===== config.mk =====
export PLATFORM = sky130hd
export DESIGN_NAME = dma_mode_seq
export DESIGN_NICKNAME = d
export VERILOG_FILES = /design/src/rtl/dma_seq_pkg.sv /design/src/rtl/dma_pos_track.sv /design/src/rtl/dma_seq_fsm.sv /design/src/rtl/dma_mode_seq.sv
export SDC_FILE = /design/constraint.sdc
export NUM_CORES = 1
export LEC_CHECK = 0
export BUFFER_PORTS_ARGS = -buffer_cell sky130_fd_sc_hd__buf_4
export CORE_ASPECT_RATIO = 2
export CORE_MARGIN = 2
export CORE_UTILIZATION = 40
export CTS_CLUSTER_SIZE = 30
export DETAILED_ROUTE_END_ITERATION = 7
export GPL_TIMING_DRIVEN = 0
export PLACE_DENSITY = 0.71
export SYNTH_ARGS = -nofsm -noshare
export SYNTH_HDL_FRONTEND = slang
export SYNTH_SLANG_ARGS = --single-unit

===== constraint.sdc =====
create_clock -name clk -period 1.9 [get_ports clk]
set_input_delay 0.19 -clock clk [delete_from_list [all_inputs] [get_ports clk]]
set_output_delay 0.19 -clock clk [all_outputs]
set_load 0.01 [all_outputs]

===== src/rtl/dma_seq_pkg.sv =====
package dma_seq_pkg;

   typedef enum logic [1:0] {
      MODE_SINGLE = 2'b00,
      MODE_DEMAND = 2'b01,
      MODE_BLOCK  = 2'b10,
      MODE_RSVD   = 2'b11
   } xfer_mode_e;

   typedef enum logic [2:0] {
      ST_IDLE,
      ST_WAIT,
      ST_REQ,
      ST_MOVE,
      ST_HOLD
   } seq_state_e;

endpackage


===== src/rtl/dma_pos_track.sv =====
module dma_pos_track #(
   parameter int ADDR_W = 16,
   parameter int CNT_W  = 16
) (
   input  logic              clk,
   input  logic              rst,
   input  logic              load,
   input  logic              step,
   input  logic [ADDR_W-1:0] ld_addr,
   input  logic [CNT_W-1:0]  ld_len,
   output logic [ADDR_W-1:0] addr,
   output logic              last
);

   localparam logic [CNT_W-1:0]  CNT_ONE  = CNT_W'(1);
   localparam logic [ADDR_W-1:0] ADDR_ONE = ADDR_W'(1);

   logic [CNT_W-1:0] left_q;

   always_ff @(posedge clk) begin
      if (rst) begin
         addr   <= '0;
         left_q <= '0;
      end else if (load) begin
         addr   <= ld_addr;
         left_q <= ld_len;
      end else if (step) begin
         addr   <= addr + ADDR_ONE;
         left_q <= left_q - CNT_ONE;
      end
   end

   assign last = (left_q == CNT_ONE);


   count_step_chk: assert property (@(posedge clk) disable iff (rst)
      (step && !load) |=> (left_q == $past(left_q) - CNT_ONE));


   addr_step_chk: assert property (@(posedge clk) disable iff (rst)
      (step && !load) |=> (addr == $past(addr) + ADDR_ONE));

endmodule


===== src/rtl/dma_seq_fsm.sv =====
module dma_seq_fsm
   import dma_seq_pkg::*;
#(
   parameter bit RSVD_AS_BLOCK = 1'b0
) (
   input  logic       clk,
   input  logic       rst,
   input  logic       arm,
   input  logic [1:0] mode_in,
   input  logic       len_zero,
   input  logic       dev_rdy,
   input  logic       bus_ack,
   input  logic       last,
   output logic       load,
   output logic       step,
   output logic       bus_req,
   output logic       done
);

   seq_state_e state_q, state_d;
   xfer_mode_e mode_q, mode_pick;
   logic       done_d;

   generate
      if (RSVD_AS_BLOCK) begin : g_rsvd_block
         assign mode_pick = (xfer_mode_e'(mode_in) == MODE_RSVD) ? MODE_BLOCK
                                                                  : xfer_mode_e'(mode_in);
      end else begin : g_rsvd_single
         assign mode_pick = (xfer_mode_e'(mode_in) == MODE_RSVD) ? MODE_SINGLE
                                                                  : xfer_mode_e'(mode_in);
      end
   endgenerate

   assign load    = arm && (state_q == ST_IDLE);
   assign step    = (state_q == ST_MOVE);
   assign bus_req = (state_q == ST_REQ) || (state_q == ST_MOVE) || (state_q == ST_HOLD);

   always_comb begin
      state_d = state_q;
      done_d  = 1'b0;
      unique case (state_q)
         ST_IDLE: if (arm) begin
            if (len_zero) done_d = 1'b1;
            else          state_d = ST_WAIT;
         end
         ST_WAIT: if (dev_rdy) state_d = ST_REQ;
         ST_REQ:  if (bus_ack) state_d = ST_MOVE;
         ST_MOVE: begin
            if (last) begin
               state_d = ST_IDLE;
               done_d  = 1'b1;
            end else begin
               unique case (mode_q)
                  MODE_DEMAND: state_d = dev_rdy ? ST_MOVE : ST_WAIT;
                  MODE_BLOCK:  state_d = dev_rdy ? ST_MOVE : ST_HOLD;
                  default:     state_d = ST_WAIT;
               endcase
            end
         end
         ST_HOLD: if (dev_rdy) state_d = ST_MOVE;
         default: state_d = ST_IDLE;
      endcase
   end

   always_ff @(posedge clk) begin
      if (rst) begin
         state_q <= ST_IDLE;
         mode_q  <= MODE_SINGLE;
         done    <= 1'b0;
      end else begin
         state_q <= state_d;
         done    <= done_d;
         if (load) mode_q <= mode_pick;
      end
   end


   req_needs_rdy_chk: assert property (@(posedge clk) disable iff (rst)
      $rose(bus_req) |-> $past(dev_rdy));


   move_after_ack_chk: assert property (@(posedge clk) disable iff (rst)
      $rose(step) |-> $past(bus_ack));


   single_release_chk: assert property (@(posedge clk) disable iff (rst)
      (step && mode_q == MODE_SINGLE) |=> !bus_req);


   block_hold_chk: assert property (@(posedge clk) disable iff (rst)
      (step && mode_q == MODE_BLOCK && !last) |=> bus_req);


   done_pulse_chk: assert property (@(posedge clk) disable iff (rst)
      done |=> !done);


   done_released_chk: assert property (@(posedge clk) disable iff (rst)
      done |-> !bus_req);

endmodule


===== src/rtl/dma_mode_seq.sv =====
module dma_mode_seq #(
   parameter int ADDR_W        = 16,
   parameter int CNT_W         = 16,
   parameter bit RSVD_AS_BLOCK = 1'b0
) (
   input  logic              clk,
   input  logic              rst,
   input  logic              cfg_we,
   input  logic [1:0]        cfg_mode,
   input  logic              cfg_dir,
   input  logic [ADDR_W-1:0] cfg_addr,
   input  logic [CNT_W-1:0]  cfg_len,
   input  logic              dev_rdy,
   input  logic              bus_ack,
   output logic              bus_req,
   output logic [ADDR_W-1:0] xfer_addr,
   output logic              rd_stb,
   output logic              wr_stb,
   output logic              done
);

   generate
      if (ADDR_W < 2) begin : g_bad_addr_w
         $error("dma_mode_seq: ADDR_W must be at least 2");
      end
      if (CNT_W < 1) begin : g_bad_cnt_w
         $error("dma_mode_seq: CNT_W must be at least 1");
      end
   endgenerate

   logic load, step, last, dir_q;

   always_ff @(posedge clk) begin
      if (rst)       dir_q <= 1'b0;
      else if (load) dir_q <= cfg_dir;
   end

   dma_pos_track #(
      .ADDR_W (ADDR_W),
      .CNT_W  (CNT_W)
   ) u_track (
      .clk     (clk),
      .rst     (rst),
      .load    (load),
      .step    (step),
      .ld_addr (cfg_addr),
      .ld_len  (cfg_len),
      .addr    (xfer_addr),
      .last    (last)
   );

   dma_seq_fsm #(
      .RSVD_AS_BLOCK (RSVD_AS_BLOCK)
   ) u_fsm (
      .clk      (clk),
      .rst      (rst),
      .arm      (cfg_we),
      .mode_in  (cfg_mode),
      .len_zero (cfg_len == '0),
      .dev_rdy  (dev_rdy),
      .bus_ack  (bus_ack),
      .last     (last),
      .load     (load),
      .step     (step),
      .bus_req  (bus_req),
      .done     (done)
   );

   assign rd_stb = step && !dir_q;
   assign wr_stb = step &&  dir_q;


   stb_excl_chk: assert property (@(posedge clk) disable iff (rst)
      $onehot0({rd_stb, wr_stb}));


   stb_on_bus_chk: assert property (@(posedge clk) disable iff (rst)
      (rd_stb || wr_stb) |-> bus_req);

endmodule


==> impl_metrics.ini, run 1 <==
[final_layout]
area_delta_synth_final_pct = 30.9
n_antenna_cell = 0
nets = 407
n_fill_cell = 577
regArea_um2 = 783
fin_util_pct = 53.7
layout-drive-gt1-share_pct = 26.2
multiInputGateArea_um2 = 1440

[timing]
worst_pin_slew_ps = 686
slew_headroom_pct = 54.3
fin_crit_sh_pct = 96.7
holdWs_ps = 132
fmax_mhz = 544
slew_viol_final = 0
hold_viol_final = 0
fin_skew_ps = 5.90
finalSetupViolations = 0
grt_setup_unrepaired = no
period_needed_ps = 1840

[critical_path]
cp_data_required_time_ps = 1710
critPathSlowestCell = dfxtp_1
path_delay_family = buffers and inverters
r2r_slack_ps = 80
path_class = reg -> out
r2r-start = u_fsm.state_q[0]$_SDFFE_PP0P_
path_buf_inv = 3
end_kind = output port
start_kind = register
slowest_delay_ps = 410
cp_max_fo = 10
path_cells = clkbuf_2 > nand3b_1 > buf_2 > nor2_1 > buf_4
r2r_end = u_fsm.mode_q[0]$_SDFFE_PP0P_
reg2reg_depth = 6
arrival_ps = 1650

[clocking]
clock_latency_ps = 280
cts_hold_buf = 0
cts_buffers = 5
root_buffer = clkbuf_16
h-tree-depth = 2
clk_pin_slew_ps = 60
cts.sinks = 39
clockBufferDepth = 2
cts_tree = yes

[drt]
drc = 0
routedWlPerCell_um = 18.0
drtIter0Drc = 113
num_vias = 2646
wirelength_mm = 7.65
viasPerCell = 6.24
antenna_left = 0
dr.pass1.iters = 5

[placement]
hpwl_mm = 5.56
numPortBuffers = 58
gp_congestion = 0.874

[synth]
syn-num-nets = 341
syn_avg_cell_area_um2 = 7.92
synth.distinct_cells = 49
synth_top_flop_cell = dfxtp_1
yosys-top-cells-area = dfxtp_1, a21oi_1, a31oi_1
ys_seq_area_share_pct = 33.3
syn_area_um2 = 2340
ys_ff_latch = 39
synth-warning-count = 0
yosys.area.top_type_share_pct = 33.3
synth_edf_count = 0
async_flop_share_pct = 0
synth_area_leader_cell = dfxtp_1
synth_cells = 296

[floorplan]
dieArea_um2 = 6520
initial_core_util_pct = 41.0
core_area_um2 = 5710
io_pins = 60
die_w_um = 58.1
chipHeight_um = 112
rows = 39

[power_and_ir_drop]
power_leakage_nw = 1.20
vdd_ir_drop_max_v = 0.000760
cellPowerDensity_nw_per_um2 = 1140

[global_routing]
grt_pass1_vias = 2521
grt.total_usage_pct = 23.7
grt_pass1_wl_mm = 11.9
grt_max_degree = 12
grt_overflow = 0
antenna_found_initial = 0

[hold_path]
hold_path.class = in -> reg
min_delay_worst_endpoint = u_fsm.state_q[2]$_SDFFE_PP0P_
hold_depth = 2
worstHoldStart = dev_rdy

[outcome]
status = completed

[flow_run]
maxCapViolCount = 0
==> registers in the layout (all words and copies together), names as in the netlist <==
register	count
dir_q	1
u_fsm.done	1
u_fsm.state_q	3
u_track.addr	16
u_fsm.mode_q	2
u_track.left_q	16
==> final cells by class <==
class | instances | area share (%)
timing repair buffer | 62 | 15.6
inverter | 11 | 1.35
multi-input combinational | 224 | 47.0
buffer | 19 | 2.94
clock buffer | 8 | 5.10
tap | 61 | 2.49
sequential | 39 | 25.5
==> report_power, final <==
group	switching, W	internal [W]	total, W
clock network	0.000328	0.000559	0.000887
registers	0.000194	0.000983	0.00118
logic	0.000801	0.000625	0.00143
==> how the worst max path moves through the flow <==
stage | from | endpoint | slack [ps] | cells past startpoint
after floorplan | u_track.addr[0]$_SDFFE_PP0P_ | u_track.addr[14]$_SDFFE_PP0P_ | 170 | 6
after global placement | u_fsm.state_q[0]$_SDFFE_PP0P_ | u_track.left_q[0]$_SDFFE_PP0P_ | -150 | 6
after detailed placement | u_fsm.state_q[0]$_SDFFE_PP0P_ | u_track.left_q[15]$_SDFFE_PP0P_ | -160 | 5
after CTS | u_fsm.state_q[0]$_SDFFE_PP0P_ | u_track.left_q[14]$_SDFFE_PP0P_ | 5 | 6
after global routing | u_track.left_q[2]$_SDFFE_PP0P_ | u_track.left_q[12]$_SDFFE_PP0P_ | 2 | 4
final | u_fsm.state_q[1]$_SDFFE_PP0P_ | rd_stb | 60 | 5
==> worst reg2reg max path: stages (launching register included) <==
cell      delay (ps)
dfxtp_1          300
buf_2            180
nor4b_4          210
buf_4            190
clkbuf_1         540
nand3b_1         170
a21oi_1          170
==> cell usage after synthesis, types with 2 or more instances <==
cell type	count
a211oi_1	3
a21oi_1	24
a221oi_1	5
a2bb2oi_1	4
a31oi_1	19
a32oi_1	2
and2_1	3
and3_1	5
and3b_1	2
and4_1	2
buf_2	2
clkbuf_1	20
dfxtp_1	39
ha_1	5
inv_1	11
mux2_2	2
mux2i_1	2
nand2_1	31
nand3_1	10
nand3b_1	5
nand4_1	4
nor2_1	17
nor3_1	7
nor3b_1	3
nor4_1	7
nor4b_1	2
o211ai_1	13
o21ai_0	10
o311ai_0	4
or2_2	3
or3_1	9
or3_2	2
or4_1	3
==> layer usage <==
metal / part of all wire [%] / global-route usage, % / up-vias
met5: 0 / 0 / -
met4: 4.2 / 12.7 / 0
li1: - / - / 1252
met3: 5.3 / 2.76 / 27
met2: 54 / 43.6 / 105
met1: 36 / 25.1 / 1262
==> stage by stage <==
| step | worst slack (ps) | cell area (um2) | TNS, ps | total power (W) | cells |
|---|---|---|---|---|---|
| floorplan | 174 | 2340 | 0 | 0.00201 | 296 |
| global placement | -153 | 2860 | -2550 | 0.00246 | 415 |
| detailed placement | -155 | 2860 | -3020 | 0.00249 | 415 |
| CTS | 5.24 | 3060 | 0 | 0.00346 | 426 |
| global route | 2.43 | 3070 | 0 | 0.00366 | 424 |
| finish | 63.0 | 3070 | 0 | 0.00349 | 424 |
==> timing repair <==
| action | CTS | global route |
|---|---|---|
| pin swaps | 1 | 0 |
| buffers inserted | 4 | 0 |
| setup endpoints to repair | 38 | 22 |
| resized for setup | 7 | 10 |
| endpoints found under the hold margin | 0 | 0 |
==> logic make-up (layout without fill, tap and decap cells) <==
logic type / Yosys count / after routing / share of synthesized area (%)
compound gates: 91 / 91 / 25.5
simple gates: 124 / 124 / 31.3
mux: 4 / 4 / 1.82
fa+ha+maj: 5 / 5 / 2.67
flops: 39 / 39 / 33.3
buf+inv: 33 / 100 / 5.39
==> cells in the final DEF (no fill, tap or decap), types with 4 or more instances in the layout <==
master and n:
nand3b_1 5, and3_1 4, ha_1 5, o311ai_0 4
a31oi_1 19, or3_1 9, nor4_1 7, a2bb2oi_1 4
o211ai_1 13, o21ai_0 10, nand2_1 31, nand3_1 10
clkbuf_1 11, clkbuf_16 5, a221oi_1 5, dfxtp_1 37
clkbuf_2 4, a21oi_1 24, nand4_1 4, buf_4 61
nor3_1 7, nor2_1 17, inv_1 11
Note: power is estimated with default switching activity, not from simulation.
==> run 2, diff against run 1 <==
--- a/config.mk
+++ b/config.mk
@@ -5,6 +5,8 @@
 export SDC_FILE = /design/constraint.sdc
 export NUM_CORES = 1
 export LEC_CHECK = 0
+export ABC_AREA = 1
+export ABC_CLOCK_PERIOD_IN_PS = 1900
 export BUFFER_PORTS_ARGS = -buffer_cell sky130_fd_sc_hd__buf_4
 export CORE_ASPECT_RATIO = 2
 export CORE_MARGIN = 2
@@ -12,7 +14,7 @@
 export CTS_CLUSTER_SIZE = 30
 export DETAILED_ROUTE_END_ITERATION = 7
 export GPL_TIMING_DRIVEN = 0
-export PLACE_DENSITY = 0.71
+export PLACE_DENSITY = 0.7
 export SYNTH_ARGS = -nofsm -noshare
 export SYNTH_HDL_FRONTEND = slang
 export SYNTH_SLANG_ARGS = --single-unit
==> run 2 against run 1 <==
Against the previous run: non-clock buffer count shrank 10; clock power down 7.6%; total power up 24%; synthesized area is 16% higher; clock skew increased by 2.1 ps; maximum frequency grew 15%; final area increased by 11%; worst hold slack lost 31 ps; utilization is 2.1 points lower; via count up 17%; worst setup slack better by 230 ps; critical endpoint is now u_track.addr[14]$_SDFFE_PP0P_.
==> impl_metrics.ini, run 2 <==
[outcome]
status = completed

[clocking]
clockBufferDepth = 2
clk_pin_slew_ps = 60
clock_latency_ps = 290
ctsResizeCount = 0
cts.sinks = 39
h-tree-depth = 2
cts_tree = yes
root_buffer = clkbuf_16
cts_setup_buffers = 0
cts_hold_buf = 0
cts_buffers = 5

[critical_path]
critPathSlowestCell = nor3_1
cpMostUsedCell = nand2_1
cp_max_fo = 4
slowest_delay_ps = 410
start_kind = register
path_buf_inv = 0
path_delay_family = simple AND/OR/NAND/NOR gates
path_class = reg -> reg
cp_data_required_time_ps = 2050
end_kind = register
arrival_ps = 1750
path_cells = ha_1 > nand2_1 > nor3_1 > nand3_1 > nand2_1 > nand2_1 > nand2_1 > a21oi_1

[power_and_ir_drop]
vdd_ir_drop_max_v = 0.000538
power_leakage_nw = 1.57
p_total_w = 0.00434
cellPowerDensity_nw_per_um2 = 1270

[floorplan]
die_w_um = 62.4
rows = 42
io_pins = 60
chipHeight_um = 121
core_area_um2 = 6620
initial_core_util_pct = 41.2
dieArea_um2 = 7540

[synth]
syn_avg_cell_area_um2 = 6.23
muxShareOfSynthArea_pct = 0
ys_ff_latch = 39
synth.distinct_cells = 38
synth-adder-area-share_pct = 2.29
syn_area_um2 = 2730
synth-warning-count = 0
yosys.area.top_type_share_pct = 28.6
synth_top_family_by_area = simple AND/OR/NAND/NOR gates
synth_top_flop_cell = dfxtp_1
ys_seq_area_share_pct = 28.6
syn-num-nets = 483
async_flop_share_pct = 0
synth_area_leader_cell = dfxtp_1
synth.most_common_cell = nand2_1
yosys.area_share.simple_pct = 39.0
yosys-top-cells-area = dfxtp_1, nand2_1, nor2_1
synth_cells = 438
synth-xor-area-share_pct = 2.25
synthTopCellsByCount = nand2_1, nor2_1, inv_1
synth_compound_area_share_pct = 15.3
synth_edf_count = 0

[placement]
numPortBuffers = 59
gp_congestion = 0.949
hpwl_mm = 6.23
dpl_cell_area_um2 = 3280

[timing]
hold_viol_final = 0
finalSetupViolations = 0
slew_viol_final = 0
fin_tns_setup_ps = 0
holdWs_ps = 101
fin_crit_sh_pct = 84.4
period_needed_ps = 1600
fmax_mhz = 623
grt_setup_unrepaired = no
fin_skew_ps = 7.96
worst_pin_slew_ps = 616
slew_headroom_pct = 59.0

[drt]
routedWlPerCell_um = 13.7
drc = 0
wirelength_mm = 8.11
viasPerCell = 5.23
drtIter0Drc = 203
antenna_left = 0
num_vias = 3101
dr.pass1.iters = 5

[global_routing]
grt.total_usage_pct = 22.6
antenna_found_initial = 0
grt_max_degree = 12
grt_pass1_vias = 2939
grt_pass1_wl_mm = 13.2
grt_overflow = 0

[final_layout]
layout_commonest_cell = nand2_1
layout-drive-gt1-share_pct = 20.0
final_cell_mix = nand2_1, buf_4, nor2_1
area_delta_synth_final_pct = 25.3
reg.largest.list = u_track.addr: 16 flops, u_track.left_q: 16 flops, u_fsm.state_q: 3 flops
nets = 549
n_antenna_cell = 0
final_area_um2 = 3420

[hold_path]
hold_path.class = in -> reg

[flow_run]
maxCapViolCount = 0
[run 2: path summary, 6_finish.rpt]
kind | from | end | slack [ps] | cells after the start
max | u_track.addr[0]$_SDFFE_PP0P_ | u_track.addr[14]$_SDFFE_PP0P_ | 300 | 8
min | rst | u_fsm.mode_q[1]$_SDFFE_PP0P_ | 100 | 2
min reg2reg | dir_q$_SDFFE_PP0P_ | dir_q$_SDFFE_PP0P_ | 470 | 2
max reg2reg | u_track.addr[0]$_SDFFE_PP0P_ | u_track.addr[14]$_SDFFE_PP0P_ | 300 | 8
[run 2: stage by stage]
step | cells | util (%) | setup slack, ps
after global routing | 593 | 51.6 | 145
after floorplan | 438 | - | 509
after detailed placement | 585 | 49.5 | 312
final | 593 | 51.6 | 296
after global placement | 585 | 49.5 | 361
after CTS | 593 | 51.6 | 303
[run 2: logic make-up after synthesis]
group,Yosys count
compound gates,66
xor+xnor,7
fa+ha+maj,5
buf+inv,72
flops,39
simple gates,249
[run 2: cell type report]
cell class	instances	area, um2
Buffer	12	103
Sequential cell	39	781
Fill cell	721	3200
Inverter	60	240
Tap cell	88	110
Multi-Input combinational cell	327	1600
Clock inverter	1	5.00
Timing Repair Buffer	59	443
Clock buffer	7	133
[run 2: where the power goes]
part	switching, W	internal (W)	leakage (nW)
sequential	0.000213	0.00101	0.320
combinational	0.00143	0.000874	1.18
clock	0.000334	0.000486	0.0679
total	0.00197	0.00237	1.57
[run 2: routing by layer]
layer	global-route usage [%]	routed length [um]
met4	16.5	525
met3	4.09	447
met2	44.0	4390
met5	0	0
met1	20.1	2760
[run 2: worst register-to-register path: stages (launching register included)]
cell and delay [ps]:
dfxtp_1 380, ha_1 210, nand2_1 110, nor3_1 410
nand3_1 120, nand2_1 90, nand2_1 50, nand2_1 50
a21oi_1 50
